File: src/rtl/sfl_pkg.sv
package sfl_pkg;

    localparam int DATA_W     = 8;
    localparam int FRAME_BITS = DATA_W + 4;          // start + data + parity + 2 stops
    localparam int BRK_BITS   = FRAME_BITS;          // low run that counts as a break
    localparam int BRK_TAIL   = 2;                   // high bits after a sent break
    localparam int TX_MAX     = BRK_BITS + BRK_TAIL;
    localparam int CNT_W      = $clog2(TX_MAX + 1);
    localparam int SH_W       = FRAME_BITS - 1;      // bits after the start bit

    typedef enum logic {TX_IDLE, TX_BUSY} tx_state_e;
    typedef enum logic [1:0] {RX_IDLE, RX_FRAME, RX_HOLD} rx_state_e;

    typedef struct packed {
        logic [DATA_W-1:0] data;
        logic              perr;
        logic              ferr;
    } rx_char_t;

    function automatic logic even_par(input logic [DATA_W-1:0] d);
        return ^d;
    endfunction

    // Line order from bit 0 upward; unused upper bits are idle-high.
    function automatic logic [TX_MAX-1:0] char_frame(input logic [DATA_W-1:0] d);
        logic [TX_MAX-1:0] f;
        f = '1;
        f[0] = 1'b0;
        f[DATA_W:1] = d;
        f[DATA_W+1] = even_par(d);
        return f;
    endfunction

    function automatic logic [TX_MAX-1:0] break_frame();
        logic [TX_MAX-1:0] f;
        f = '1;
        f[BRK_BITS-1:0] = '0;
        return f;
    endfunction

    function automatic rx_char_t decode(input logic [SH_W-1:0] f);
        rx_char_t c;
        c.data = f[DATA_W-1:0];
        c.perr = even_par(f[DATA_W-1:0]) ^ f[DATA_W];
        c.ferr = ~(f[DATA_W+1] & f[DATA_W+2]);
        return c;
    endfunction

endpackage

File: src/rtl/sfl_edge.sv
module sfl_edge (
    input  logic clk,
    input  logic rst,
    input  logic sclk_i,
    output logic rise,
    output logic fall
);
    logic sclk_q;

    always_ff @(posedge clk) begin
        if (rst) sclk_q <= 1'b0;
        else     sclk_q <= sclk_i;
    end

    assign rise = sclk_i & ~sclk_q;
    assign fall = ~sclk_i & sclk_q;
endmodule

File: src/rtl/sfl_tx.sv
module sfl_tx
    import sfl_pkg::*;
(
    input  logic              clk,
    input  logic              rst,
    input  logic              en,
    input  logic              fall,
    input  logic [DATA_W-1:0] tx_data,
    input  logic              tx_brk,
    input  logic              tx_valid,
    output logic              tx_ready,
    output logic              line_o,
    output logic              line_oe
);
    tx_state_e         state;
    logic [TX_MAX-1:0] sr;
    logic [CNT_W-1:0]  left;

    always_ff @(posedge clk) begin
        if (rst || !en) begin
            state  <= TX_IDLE;
            sr     <= '0;
            left   <= '0;
            line_o <= 1'b1;
        end else begin
            case (state)
                TX_IDLE: begin
                    if (tx_valid) begin
                        sr    <= tx_brk ? break_frame() : char_frame(tx_data);
                        left  <= tx_brk ? CNT_W'(TX_MAX) : CNT_W'(FRAME_BITS);
                        state <= TX_BUSY;
                    end
                end
                default: begin
                    if (fall) begin
                        if (left != '0) begin
                            line_o <= sr[0];
                            sr     <= sr >> 1;
                            left   <= left - 1'b1;
                        end else begin
                            line_o <= 1'b1;
                            state  <= TX_IDLE;
                        end
                    end
                end
            endcase
        end
    end

    assign tx_ready = en && (state == TX_IDLE);
    assign line_oe  = (state == TX_BUSY);
endmodule

File: src/rtl/sfl_rx.sv
module sfl_rx
    import sfl_pkg::*;
(
    input  logic     clk,
    input  logic     rst,
    input  logic     en,
    input  logic     rise,
    input  logic     line_i,
    input  logic     rx_ready,
    output rx_char_t rx_char,
    output logic     rx_valid,
    output logic     rx_break
);
    rx_state_e        state;
    logic [SH_W-1:0]  sh;
    logic [CNT_W-1:0] k;
    logic             all_low;
    logic [SH_W-1:0]  sh_next;

    assign sh_next = {line_i, sh[SH_W-1:1]};

    always_ff @(posedge clk) begin
        if (rst || !en) begin
            state    <= RX_IDLE;
            sh       <= '0;
            k        <= '0;
            all_low  <= 1'b0;
            rx_char  <= '0;
            rx_valid <= 1'b0;
            rx_break <= 1'b0;
        end else begin
            rx_break <= 1'b0;
            if (rx_valid && rx_ready) rx_valid <= 1'b0;
            if (rise) begin
                case (state)
                    RX_IDLE: begin
                        if (!line_i) begin
                            state   <= RX_FRAME;
                            k       <= '0;
                            all_low <= 1'b1;
                        end
                    end
                    RX_FRAME: begin
                        sh      <= sh_next;
                        all_low <= all_low & ~line_i;
                        k       <= k + 1'b1;
                        if (k == CNT_W'(SH_W - 1)) begin
                            if (all_low && !line_i) begin
                                rx_break <= 1'b1;
                                state    <= RX_HOLD;
                            end else begin
                                rx_char  <= decode(sh_next);
                                rx_valid <= 1'b1;
                                state    <= RX_IDLE;
                            end
                        end
                    end
                    default: begin
                        if (line_i) state <= RX_IDLE;
                    end
                endcase
            end
        end
    end
endmodule

File: src/rtl/sync_frame_link.sv
module sync_frame_link
    import sfl_pkg::*;
(
    input  logic              clk,
    input  logic              rst,
    input  logic              en,
    input  logic              sclk_i,
    input  logic              line_i,
    output logic              line_o,
    output logic              line_oe,
    input  logic [DATA_W-1:0] tx_data,
    input  logic              tx_brk,
    input  logic              tx_valid,
    output logic              tx_ready,
    output logic [DATA_W-1:0] rx_data,
    output logic              rx_perr,
    output logic              rx_ferr,
    output logic              rx_valid,
    input  logic              rx_ready,
    output logic              rx_break
);
    logic     rise, fall;
    rx_char_t rx_char;

    sfl_edge u_edge (
        .clk    (clk),
        .rst    (rst),
        .sclk_i (sclk_i),
        .rise   (rise),
        .fall   (fall)
    );

    sfl_tx u_tx (
        .clk      (clk),
        .rst      (rst),
        .en       (en),
        .fall     (fall),
        .tx_data  (tx_data),
        .tx_brk   (tx_brk),
        .tx_valid (tx_valid),
        .tx_ready (tx_ready),
        .line_o   (line_o),
        .line_oe  (line_oe)
    );

    sfl_rx u_rx (
        .clk      (clk),
        .rst      (rst),
        .en       (en),
        .rise     (rise),
        .line_i   (line_i),
        .rx_ready (rx_ready),
        .rx_char  (rx_char),
        .rx_valid (rx_valid),
        .rx_break (rx_break)
    );

    assign rx_data = rx_char.data;
    assign rx_perr = rx_char.perr;
    assign rx_ferr = rx_char.ferr;
endmodule

File: config.mk
export PLATFORM = sky130hd
export DESIGN_NAME = sync_frame_link
export DESIGN_NICKNAME = d
export VERILOG_FILES = /design/src/rtl/sfl_pkg.sv /design/src/rtl/sfl_edge.sv /design/src/rtl/sfl_tx.sv /design/src/rtl/sfl_rx.sv /design/src/rtl/sync_frame_link.sv
export SDC_FILE = /design/constraint.sdc
export NUM_CORES = 1
export LEC_CHECK = 0
export CAP_MARGIN = 20
export CORE_MARGIN = 2
export CORE_UTILIZATION = 30
export CTS_CLUSTER_SIZE = 14
export DETAILED_ROUTE_END_ITERATION = 10
export DONT_BUFFER_PORTS = 1
export PLACE_DENSITY = 0.48
export SKIP_LAST_GASP = 1
export SLEW_MARGIN = 5
export SYNTH_ARGS = -nofsm -noshare
export SYNTH_HDL_FRONTEND = slang
export SYNTH_SLANG_ARGS = --single-unit
File: constraint.sdc
create_clock -name clk -period 4.1 [get_ports clk]
set_input_delay 0 -clock clk [delete_from_list [all_inputs] [get_ports clk]]
set_output_delay 0 -clock clk [all_outputs]
set_load 0.01 [all_outputs]
==> metrics.yaml <==
timing:
  fmax_mhz: 465
  final_hold_viol_count: 0
  fin_crit_ps: 2150
  report.final.slew_viol_count: 0
  rsz0062_at_grt: "no"
  fin_ws_ps: 1950
  finalSetupViolations: 0
  finClkSkew_ps: 16.4
  timing.final.crit_share_pct: 52.5
  setup_tns_ps: 0
  slew_headroom_pct: 32.7
  worst_pin_slew_ps: 1010
cts:
  path_clk_slew_ps: 100
  cts_buffers: 5
  clkSinkCount: 50
  cts_resized: 0
  clk_latency_ps: 300
  cts-root-buf: "clkbuf_8"
  cts_tree: "built"
  htree_levels: 2
  cts_setup_buffers: 0
  cts_buffer_depth: 2
placement:
  place_area_mm2: 0.00228
  detailed_place_hpwl_um: 3000
  pre_cts_slack_ps: 1960
  port_buffers: 0
  gp_congestion: 0.752
synth:
  synth.distinct_cells: 44
  yosys_warnings: 0
  synthTopCellsByArea: "dfxtp_1, nor2_1, a21oi_1, nand2_1, xnor2_1"
  synth.top_cells.by_count: "dfxtp_1, nor2_1, nand2_1"
  syn_avg_cell_area_um2: 9.00
  syn_inst: 249
  netlist.top_cell.by_area: "dfxtp_1"
  synth_most_common_cell: "dfxtp_1"
  async_reset_ff_share_pct: 0
  ys_seq_elements: 50
  synth_enable_flop_cells: 0
  ys_seq_area_share_pct: 44.6
  synth.top_cell.area_share_pct: 44.6
  syn_area_mm2: 0.00224
  synth_ff_type: "dfxtp_1"
  syn-num-nets: 268
cells_and_area:
  post-route-cell-area_mm2: 0.00253
  num-nets-final: 275
  syn_to_final_growth_pct: 13.0
  diodes: 0
  drive_gt1_share_pct: 8.17
route:
  postRouteWirelength_um: 4610
  drt_iter0_markers: 92
  wl_per_cell_um: 12.9
  ant_nets: 0
  via_count: 1679
  first_pass_iters: 4
  post-route-drc-count: 0
  via_per_inst: 4.72
power_and_ir_drop:
  ir_drop_mv: 0.147
  p_leak_nw: 0.848
  power_density_mw_per_mm2: 366
floorplan:
  initial_utilization_pct: 30.9
  die-width_um: 90.5
  fp-row-count: 31
  die_h_um: 90.5
  core_mm2: 0.00725
  io_pins: 31
  fp.dieArea_mm2: 0.00818
setup_path:
  rrSetupSlack_ps: 1950
  worstSetupPathType: "register to register"
  critPathCaptureType: "register"
  worstReg2RegStart: "u_rx.state[0]"
  cp_data_arrival_time_ps: 2300
  cp_data_required_time_ps: 4240
  crit_start: "u_rx.state[0]"
  critPathMaxFanout: 11
  startpoint_type: "register"
global_routing:
  grt_pass1_vias: 1596
  grt_pass1_wl_um: 7850
  grt_overflow_total: 0
  grt_max_degree: 27
  antenna_found_initial: 0
  grt_usage_pct: 11.7
run:
  max_cap_viol_count: 0
worst_hold_path:
  hp-start: "sclk_i"
  hp-class: "input port to register"
outcome:
  outcome: "finished, final reports clean"
## layout by cell type (no fill, tap or decap), types with 3 or more instances in the layout
cell / n
nor2_1: 37
a222oi_1: 8
nor3_1: 9
dlygate4sd3_1: 14
xnor2_1: 12
a21oi_1: 22
nand2_1: 29
dfxtp_1: 50
a22oi_1: 4
ha_1: 3
o21ai_0: 5
nor2b_1: 4
inv_1: 10
clkbuf_8: 5
mux2i_1: 10
## cell families (layout without fill, tap and decap cells)
group           after synthesis  count (layout)  share of synthesized area [%]
xor+xnor                     15              15                           6.47
flops                        50              50                           44.6
fa+ha+maj                     3               3                           1.67
mux                          11              11                           4.97
compound gates               50              50                           15.7
simple gates                 94              94                           20.5
buf+inv                      26              34                           6.03
## worst max-delay path, cell delays in order, from the launching register on
cell      delay [ps]
dfxtp_1          480
and4bb_1         500
nand2_2          120
a21oi_2          580
mux2i_1          260
nor2_1            50
## cell type report
type | count | area (µm²)
multi-input cells | 173 | 1110
clock buffers | 6 | 72.6
flip-flops and latches | 50 | 1000
well taps | 99 | 124
fillers | 762 | 4720
clock inverters | 2 | 37.5
inverters | 10 | 37.5
repair buffers | 16 | 155
## through the flow
| stage | instances | utilization, % | total power, mW | hold slack (ps) |
|---|---|---|---|---|
| floorplan | 249 | - | 0.572 | 71.6 |
| global placement | 334 | 31.5 | 0.582 | 87.0 |
| detailed placement | 334 | 31.5 | 0.582 | 82.1 |
| CTS | 356 | 34.9 | 0.946 | 39.9 |
| global route | 356 | 34.9 | 0.974 | 68.9 |
| finish | 356 | 34.9 | 0.928 | 50.9 |
## sequential cells by signal (all words and copies together) (netlist names)
| name | cells |
|---|---|
| u_tx.sr | 14 |
| u_rx.rx_char | 10 |
| u_rx.sh | 10 |
| u_rx.k | 4 |
| u_tx.left | 4 |
| u_rx.state | 2 |
| u_edge.sclk_q | 1 |
| u_rx.all_low | 1 |
| u_rx.rx_break | 1 |
| u_rx.rx_valid | 1 |
| u_tx.line_o | 1 |
| u_tx.line_oe | 1 |
## routing by layer
layer / vias to the layer above / track usage (%) / wire, µm
met2: 15 / 20.1 / 2220
met4: 0 / 3.46 / 53
li1: 873 / - / -
met3: 5 / 2.34 / 123
met5: - / 0 / 0
met1: 786 / 14.9 / 2210
## power by group
| part | internal, mW | leakage [nW] | switching [mW] | total (mW) |
|---|---|---|---|---|
| clock network | 0.182 | 0.0514 | 0.165 | 0.347 |
| registers | 0.494 | 0.405 | 0.00728 | 0.502 |
| logic | 0.0355 | 0.391 | 0.0443 | 0.0798 |
## what timing repair did
action,in CTS,in global routing
hold buffers,14,0
hold endpoints to repair,19,0
endpoints found under the setup margin,0,0
## final timing paths
path / end / cells after the start
setup / recovery: u_rx.rx_char[8] / 5
setup reg to reg: u_rx.rx_char[8] / 5
hold reg to reg: u_tx.sr[13] / 2
hold / removal: u_rx.state[1] / 3
Power figures use the tool's default switching activity.
